### src/rtl/irq_dlv_pkg.sv
package irq_dlv_pkg;

   // Width of an index able to address n items; never below one bit.
   function automatic int unsigned idx_bits(input int unsigned n);
      return (n > 1) ? $clog2(n) : 1;
   endfunction

endpackage

### src/rtl/irq_src_bank.sv
module irq_src_bank
   import irq_dlv_pkg::*;
#(
   parameter int unsigned N_SRC  = 8,
   parameter int unsigned N_DST  = 2,
   parameter int unsigned PRIO_W = 4,
   parameter int unsigned VEC_W  = 8,
   parameter int unsigned CFG_W  = 8
) (
   input  logic                             clk,
   input  logic                             rst_n,
   input  logic [N_SRC-1:0]                 raise,
   input  logic                             cfg_we,
   input  logic [idx_bits(N_SRC)-1:0]       cfg_sel,
   input  logic [CFG_W-1:0]                 cfg_prio,
   input  logic [VEC_W-1:0]                 cfg_vec,
   input  logic                             cfg_mask,
   input  logic [N_DST-1:0]                 cfg_dst,
   input  logic [N_SRC-1:0]                 pend_clr,
   input  logic [N_SRC-1:0][N_DST-1:0]      isv_set,
   input  logic [N_SRC-1:0][N_DST-1:0]      isv_clr,
   output logic [N_SRC-1:0][PRIO_W-1:0]     prio,
   output logic [N_SRC-1:0][VEC_W-1:0]      vec,
   output logic [N_SRC-1:0]                 mask,
   output logic [N_SRC-1:0][N_DST-1:0]      route,
   output logic [N_SRC-1:0]                 pend,
   output logic [N_SRC-1:0][N_DST-1:0]      isv
);

   localparam int unsigned SW     = idx_bits(N_SRC);
   localparam int unsigned LEVELS = 1 << PRIO_W;

   logic [PRIO_W-1:0] prio_mod;
   assign prio_mod = PRIO_W'(cfg_prio % CFG_W'(LEVELS));

   for (genvar s = 0; s < N_SRC; s++) begin : g_src
      logic hit;
      assign hit = cfg_we && (cfg_sel == SW'(s));

      always_ff @(posedge clk) begin
         if (!rst_n) begin
            prio[s]  <= '0;
            vec[s]   <= '0;
            mask[s]  <= 1'b1;
            route[s] <= '0;
            pend[s]  <= 1'b0;
            isv[s]   <= '0;
         end else begin
            if (hit) begin
               prio[s]  <= prio_mod;
               vec[s]   <= cfg_vec;
               mask[s]  <= cfg_mask;
               route[s] <= cfg_dst;
            end
            // A new request in the same cycle as a claim keeps the source pending.
            pend[s] <= (pend[s] & ~pend_clr[s]) | raise[s];
            isv[s]  <= (isv[s] & ~isv_clr[s]) | isv_set[s];
         end
      end
   end

endmodule

### src/rtl/irq_dst_sel.sv
module irq_dst_sel
   import irq_dlv_pkg::*;
#(
   parameter int unsigned N_SRC  = 8,
   parameter int unsigned PRIO_W = 4
) (
   input  logic [N_SRC-1:0][PRIO_W-1:0]     prio,
   input  logic [N_SRC-1:0]                 pend,
   input  logic [N_SRC-1:0]                 mask,
   input  logic [N_SRC-1:0]                 route,
   input  logic [N_SRC-1:0]                 isv,
   input  logic [PRIO_W-1:0]                tp,
   output logic [idx_bits(N_SRC)-1:0]       win_idx,
   output logic                             dlv,
   output logic                             eoi_vld,
   output logic [idx_bits(N_SRC)-1:0]       eoi_idx
);

   localparam int unsigned SW = idx_bits(N_SRC);

   logic              win_vld;
   logic [PRIO_W-1:0] win_prio;
   logic [PRIO_W-1:0] eoi_prio;

   // Strict comparison keeps the lowest index on equal priorities.
   always_comb begin
      win_vld  = 1'b0;
      win_idx  = '0;
      win_prio = '0;
      eoi_vld  = 1'b0;
      eoi_idx  = '0;
      eoi_prio = '0;
      for (int s = 0; s < N_SRC; s++) begin
         if (pend[s] && !mask[s] && route[s] && (!win_vld || prio[s] > win_prio)) begin
            win_vld  = 1'b1;
            win_idx  = SW'(s);
            win_prio = prio[s];
         end
         if (isv[s] && (!eoi_vld || prio[s] > eoi_prio)) begin
            eoi_vld  = 1'b1;
            eoi_idx  = SW'(s);
            eoi_prio = prio[s];
         end
      end
      dlv = win_vld && (win_prio > tp) && (!eoi_vld || win_prio > eoi_prio);
   end

endmodule

### src/rtl/irq_dlv_sel.sv
module irq_dlv_sel
   import irq_dlv_pkg::*;
#(
   parameter int unsigned N_SRC  = 8,
   parameter int unsigned N_DST  = 2,
   parameter int unsigned PRIO_W = 4,
   parameter int unsigned VEC_W  = 8,
   parameter int unsigned CFG_W  = 8
) (
   input  logic                             clk,
   input  logic                             rst_n,
   input  logic [N_SRC-1:0]                 src_raise,
   input  logic                             cfg_we,
   input  logic [idx_bits(N_SRC)-1:0]       cfg_sel,
   input  logic [CFG_W-1:0]                 cfg_prio,
   input  logic [VEC_W-1:0]                 cfg_vec,
   input  logic                             cfg_mask,
   input  logic [N_DST-1:0]                 cfg_dst,
   input  logic                             tp_we,
   input  logic [idx_bits(N_DST)-1:0]       tp_sel,
   input  logic [CFG_W-1:0]                 tp_val,
   input  logic [VEC_W-1:0]                 spur_vec,
   input  logic [N_DST-1:0]                 ack,
   input  logic [N_DST-1:0]                 eoi,
   output logic [N_DST-1:0]                 irq,
   output logic [N_DST-1:0][VEC_W-1:0]      ack_vec
);

   localparam int unsigned SW     = idx_bits(N_SRC);
   localparam int unsigned DW     = idx_bits(N_DST);
   localparam int unsigned LEVELS = 1 << PRIO_W;

   if (N_SRC < 2) begin : g_bad_src
      $error("irq_dlv_sel: N_SRC must be at least 2");
   end
   if (N_DST < 1 || N_DST > 32) begin : g_bad_dst
      $error("irq_dlv_sel: N_DST must be in 1..32");
   end
   if (PRIO_W < 1 || PRIO_W > 8) begin : g_bad_prio
      $error("irq_dlv_sel: PRIO_W must be in 1..8");
   end
   if (CFG_W < PRIO_W) begin : g_bad_cfg
      $error("irq_dlv_sel: CFG_W must not be narrower than PRIO_W");
   end

   logic [N_SRC-1:0][PRIO_W-1:0] src_prio;
   logic [N_SRC-1:0][VEC_W-1:0]  src_vec;
   logic [N_SRC-1:0]             src_mask;
   logic [N_SRC-1:0][N_DST-1:0]  src_route;
   logic [N_SRC-1:0]             src_pend;
   logic [N_SRC-1:0][N_DST-1:0]  src_isv;

   logic [N_SRC-1:0]             claimed;
   logic [N_SRC-1:0][N_DST-1:0]  isv_set;
   logic [N_SRC-1:0][N_DST-1:0]  isv_clr;

   logic [N_DST-1:0][PRIO_W-1:0] tp_q;
   logic [N_DST-1:0][SW-1:0]     win_idx;
   logic [N_DST-1:0][SW-1:0]     eoi_idx;
   logic [N_DST-1:0]             eoi_vld;
   logic [N_DST-1:0]             dlv;
   logic [N_DST-1:0]             grant;

   irq_src_bank #(
      .N_SRC (N_SRC),
      .N_DST (N_DST),
      .PRIO_W(PRIO_W),
      .VEC_W (VEC_W),
      .CFG_W (CFG_W)
   ) u_bank (
      .clk     (clk),
      .rst_n   (rst_n),
      .raise   (src_raise),
      .cfg_we  (cfg_we),
      .cfg_sel (cfg_sel),
      .cfg_prio(cfg_prio),
      .cfg_vec (cfg_vec),
      .cfg_mask(cfg_mask),
      .cfg_dst (cfg_dst),
      .pend_clr(claimed),
      .isv_set (isv_set),
      .isv_clr (isv_clr),
      .prio    (src_prio),
      .vec     (src_vec),
      .mask    (src_mask),
      .route   (src_route),
      .pend    (src_pend),
      .isv     (src_isv)
   );

   for (genvar d = 0; d < N_DST; d++) begin : g_dst
      logic [N_SRC-1:0] route_col;
      logic [N_SRC-1:0] isv_col;

      for (genvar s = 0; s < N_SRC; s++) begin : g_col
         assign route_col[s] = src_route[s][d];
         assign isv_col[s]   = src_isv[s][d];
      end

      irq_dst_sel #(
         .N_SRC (N_SRC),
         .PRIO_W(PRIO_W)
      ) u_sel (
         .prio   (src_prio),
         .pend   (src_pend),
         .mask   (src_mask),
         .route  (route_col),
         .isv    (isv_col),
         .tp     (tp_q[d]),
         .win_idx(win_idx[d]),
         .dlv    (dlv[d]),
         .eoi_vld(eoi_vld[d]),
         .eoi_idx(eoi_idx[d])
      );

      always_ff @(posedge clk) begin
         if (!rst_n) begin
            tp_q[d]    <= '0;
            irq[d]     <= 1'b0;
            ack_vec[d] <= '0;
         end else begin
            if (tp_we && tp_sel == DW'(d))
               tp_q[d] <= PRIO_W'(tp_val % CFG_W'(LEVELS));
            irq[d] <= dlv[d] && !ack[d];
            if (ack[d])
               ack_vec[d] <= grant[d] ? src_vec[win_idx[d]] : spur_vec;
         end
      end
   end

   // Claim chain: a lower-numbered destination takes a shared winner first.
   always_comb begin
      claimed = '0;
      grant   = '0;
      isv_set = '0;
      isv_clr = '0;
      for (int d = 0; d < N_DST; d++) begin
         if (ack[d] && dlv[d] && !claimed[win_idx[d]]) begin
            grant[d]                = 1'b1;
            claimed[win_idx[d]]     = 1'b1;
            isv_set[win_idx[d]][d]  = 1'b1;
         end
         if (eoi[d] && eoi_vld[d])
            isv_clr[eoi_idx[d]][d] = 1'b1;
      end
   end

endmodule

### config.mk
export PLATFORM = sky130hd
export DESIGN_NAME = irq_dlv_sel
export DESIGN_NICKNAME = d
export VERILOG_FILES = /design/src/rtl/irq_dlv_pkg.sv /design/src/rtl/irq_src_bank.sv /design/src/rtl/irq_dst_sel.sv /design/src/rtl/irq_dlv_sel.sv
export SDC_FILE = /design/constraint.sdc
export NUM_CORES = 1
export LEC_CHECK = 0
export BUFFER_PORTS_ARGS = -buffer_cell sky130_fd_sc_hd__buf_2
export CORE_MARGIN = 3
export CORE_UTILIZATION = 65
export DETAILED_ROUTE_END_ITERATION = 10
export GPL_ROUTABILITY_DRIVEN = 0
export HOLD_SLACK_MARGIN = 0.15
export PLACE_DENSITY_LB_ADDON = 0.12
export SETUP_SLACK_MARGIN = 0.05
export SYNTH_ARGS = -nofsm -noshare
export SYNTH_HDL_FRONTEND = slang
export SYNTH_SLANG_ARGS = --single-unit
### constraint.sdc
create_clock -name clk -period 35.9 [get_ports clk]
set_input_delay 7.18 -clock clk [delete_from_list [all_inputs] [get_ports clk]]
set_output_delay 7.18 -clock clk [all_outputs]
set_load 0.01 [all_outputs]
==> flow_metrics.py <==
metrics = {
    "outcome": {
        "status": "finished clean",
    },
    "floorplanning": {
        "die-height_um": 147,
        "fp-row-count": 51,
        "coreArea_um2": 19500,
        "pin_count": 73,
        "die_w_um": 147,
        "dieArea_um2": 21700,
        "start_util": 0.665,
    },
    "critical_path": {
        "slowest_stage": "o21ai_1",
        "start_kind": "flip-flop",
        "cpPeakStageDelay_ns": 0.63,
        "cp_common_cell": "o21a_1",
        "cp_data_arrival_time_ns": 15.89,
        "crit_type": "reg2reg",
        "cp.required_ns": 36.28,
        "end_kind": "flip-flop",
        "path_max_fanout": 21,
    },
    "drt": {
        "drtIter0Drc": 935,
        "post_drt_wl_per_cell_um": 19.7,
        "viasPerCell": 6.37,
        "first_pass_iters": 5,
        "routed_wl_mm": 37.3,
        "ant_nets": 0,
        "drc": 0,
        "vias": 12000,
    },
    "synthesis": {
        "async_flop_share": 0,
        "ys_ff_latch": 170,
        "synth-edff-count": 0,
        "syn_avg_cell_area_um2": 8.07,
        "ys_warn_count": 0,
        "ys.flop_type": "dfxtp_1",
        "yosysUniqueCellTypes": 84,
        "synth_nets": 1792,
        "synth.cell_area_um2": 13000,
        "yosys.area.top_type": "dfxtp_1",
        "syn_inst": 1609,
        "ys_seq_area_frac": 0.262,
        "netlist_top_cells_area": "dfxtp_1 26%, ha_1 12%, nand2_1 9.2%",
        "synth_top_area_frac": 0.262,
    },
    "clock_network": {
        "clock_latency_ns": 0.44,
        "htree_levels": 4,
        "cts_buffers": 17,
        "cts.sinks": 170,
        "cts.path.max_buffers": 2,
        "cts_hold_buf": 0,
        "cts_tree": "done",
        "clk_pin_slew_ns": 0.08,
        "cts_setup_buffers": 0,
        "ctsResizeCount": 0,
        "root_buffer": "clkbuf_16",
    },
    "global_routing": {
        "grt_pass1_vias": 11400,
        "antenna_found_initial": 0,
        "grt_max_degree": 120,
        "grt_pass1_wl_mm": 58.2,
        "grt_overflow": 0,
        "grt_use_total": 0.335,
    },
    "final_layout": {
        "layout_commonest_cell": "nand2_1",
        "utilization": 0.710,
        "antennaDiodeCount": 0,
        "final_area_um2": 13900,
        "fin_nets": 1795,
        "mostFrequentLayoutCells": "319 x nand2_1, 170 x dfxtp_1, 129 x a21boi_0, 128 x ha_1, 64 x inv_1",
        "area_growth_pct": 6.76,
        "final_layout_size_suffix_gt1_frac": 0.117,
    },
    "min_path": {
        "worstHoldPathType": "reg2reg",
    },
    "timing": {
        "maxSlewViolCount": 0,
        "finalHoldViolCount": 0,
        "setup_violations": 0,
        "worstMarginPinSlew_ns": 1.28,
        "tns_ns": 0,
        "worst_slack_ns": 20.39,
        "period_needed_ns": 15.51,
        "min_period_over_period": 0.432,
        "relSlewSlack": 0.142,
        "finalClockSkew_ns": 0.0146,
        "max_freq_ghz": 0.0645,
        "rsz0062_at_grt": "false",
    },
    "power": {
        "power_density_nw_per_um2": 30.2,
        "p_leak_nw": 5.48,
        "ir_drop_v": 0.0000336,
        "power.total_w": 0.000418,
    },
    "place": {
        "dpl.hpwl_mm": 27.8,
        "post-place-ws_ns": 20.69,
        "portBuffers": 64,
        "placed_cell_area_um2": 13300,
    },
    "job": {
        "drv_cap": 0,
    },
}
## critical path: cells and delay by family, from the launching register on
family | cells | cell delay (ns)
muxes | 3 | 1.20
DFF | 1 | 0.46
and+or+nand+nor | 16 | 2.93
adders and majority gates | 8 | 2.35
buffers and inverters | 1 | 0.08
AOI/OAI and AO/OA | 38 | 8.43
## power by group
part           switching (W)  internal, W  total (W)
registers         0.00000510     0.000194   0.000199
logic              0.0000220    0.0000155  0.0000375
clock network      0.0000892    0.0000925   0.000182
## final cells by class
class                   count  area (um^2)
well taps                 265          332
fillers                  1603         5670
clock inverters            14          150
flip-flops and latches    170         3400
clock buffers              17          425
multi-input cells        1288         8940
repair buffers             70          368
inverters                  65          244
## stage by stage
step	hold slack [ns]	cells
floorplan	0.439	1609
global placement	0.439	1858
detailed placement	0.435	1858
CTS	0.454	1889
global route	0.480	1889
finish	0.451	1889
## path summary, 6_finish.rpt
kind / from / end / slack [ns] / cells past startpoint
worst min register to register: ack_vec[2]$_SDFFE_PN0P_ / ack_vec[2]$_SDFFE_PN0P_ / 0.45 / 2
worst max-delay path: u_bank.isv[1]$_SDFF_PN0_ / u_bank.isv[5]$_SDFF_PN0_ / 20.39 / 66
worst max register to register: u_bank.isv[1]$_SDFF_PN0_ / u_bank.isv[5]$_SDFF_PN0_ / 20.39 / 66
worst min-delay path: ack_vec[2]$_SDFFE_PN0P_ / ack_vec[2]$_SDFFE_PN0P_ / 0.45 / 2
## routing by layer
metal / track usage / up-vias / routed length (um)
met5: 0 / - / 0
met4: 0.168 / 0 / 1970
met3: 0.0478 / 109 / 2180
met2: 0.572 / 440 / 17700
met1: 0.415 / 5713 / 15500
li1: - / 5780 / -
## Yosys cell counts (28+ instances only)
library cell  count
a21boi_0        129
a21oi_1          52
clkbuf_1         56
dfxtp_1         170
ha_1            128
inv_1            64
mux2_2           37
mux2i_1          62
nand2_1         319
nand4_1          28
nor2_1           56
nor2b_1          44
o21a_1           51
o21ai_0          53
## kinds of logic after synthesis
kind of cell	synth area share
AO/OA/AOI/OAI	0.247
AND/OR/NAND/NOR	0.230
flip-flops	0.262
buffers and inverters	0.0494
adder cells (fa/ha/maj)	0.123
XOR/XNOR	0.000675
multiplexers	0.0868
## registers in the layout, summed over array words and instances (netlist names)
name and flops:
u_bank.mask 8, u_bank.isv 16, u_bank.route 16, u_bank.vec 64
u_bank.prio 32, u_bank.pend 8, ack_vec 16, irq 2
tp_q 8
Power figures use the tool's default switching activity.
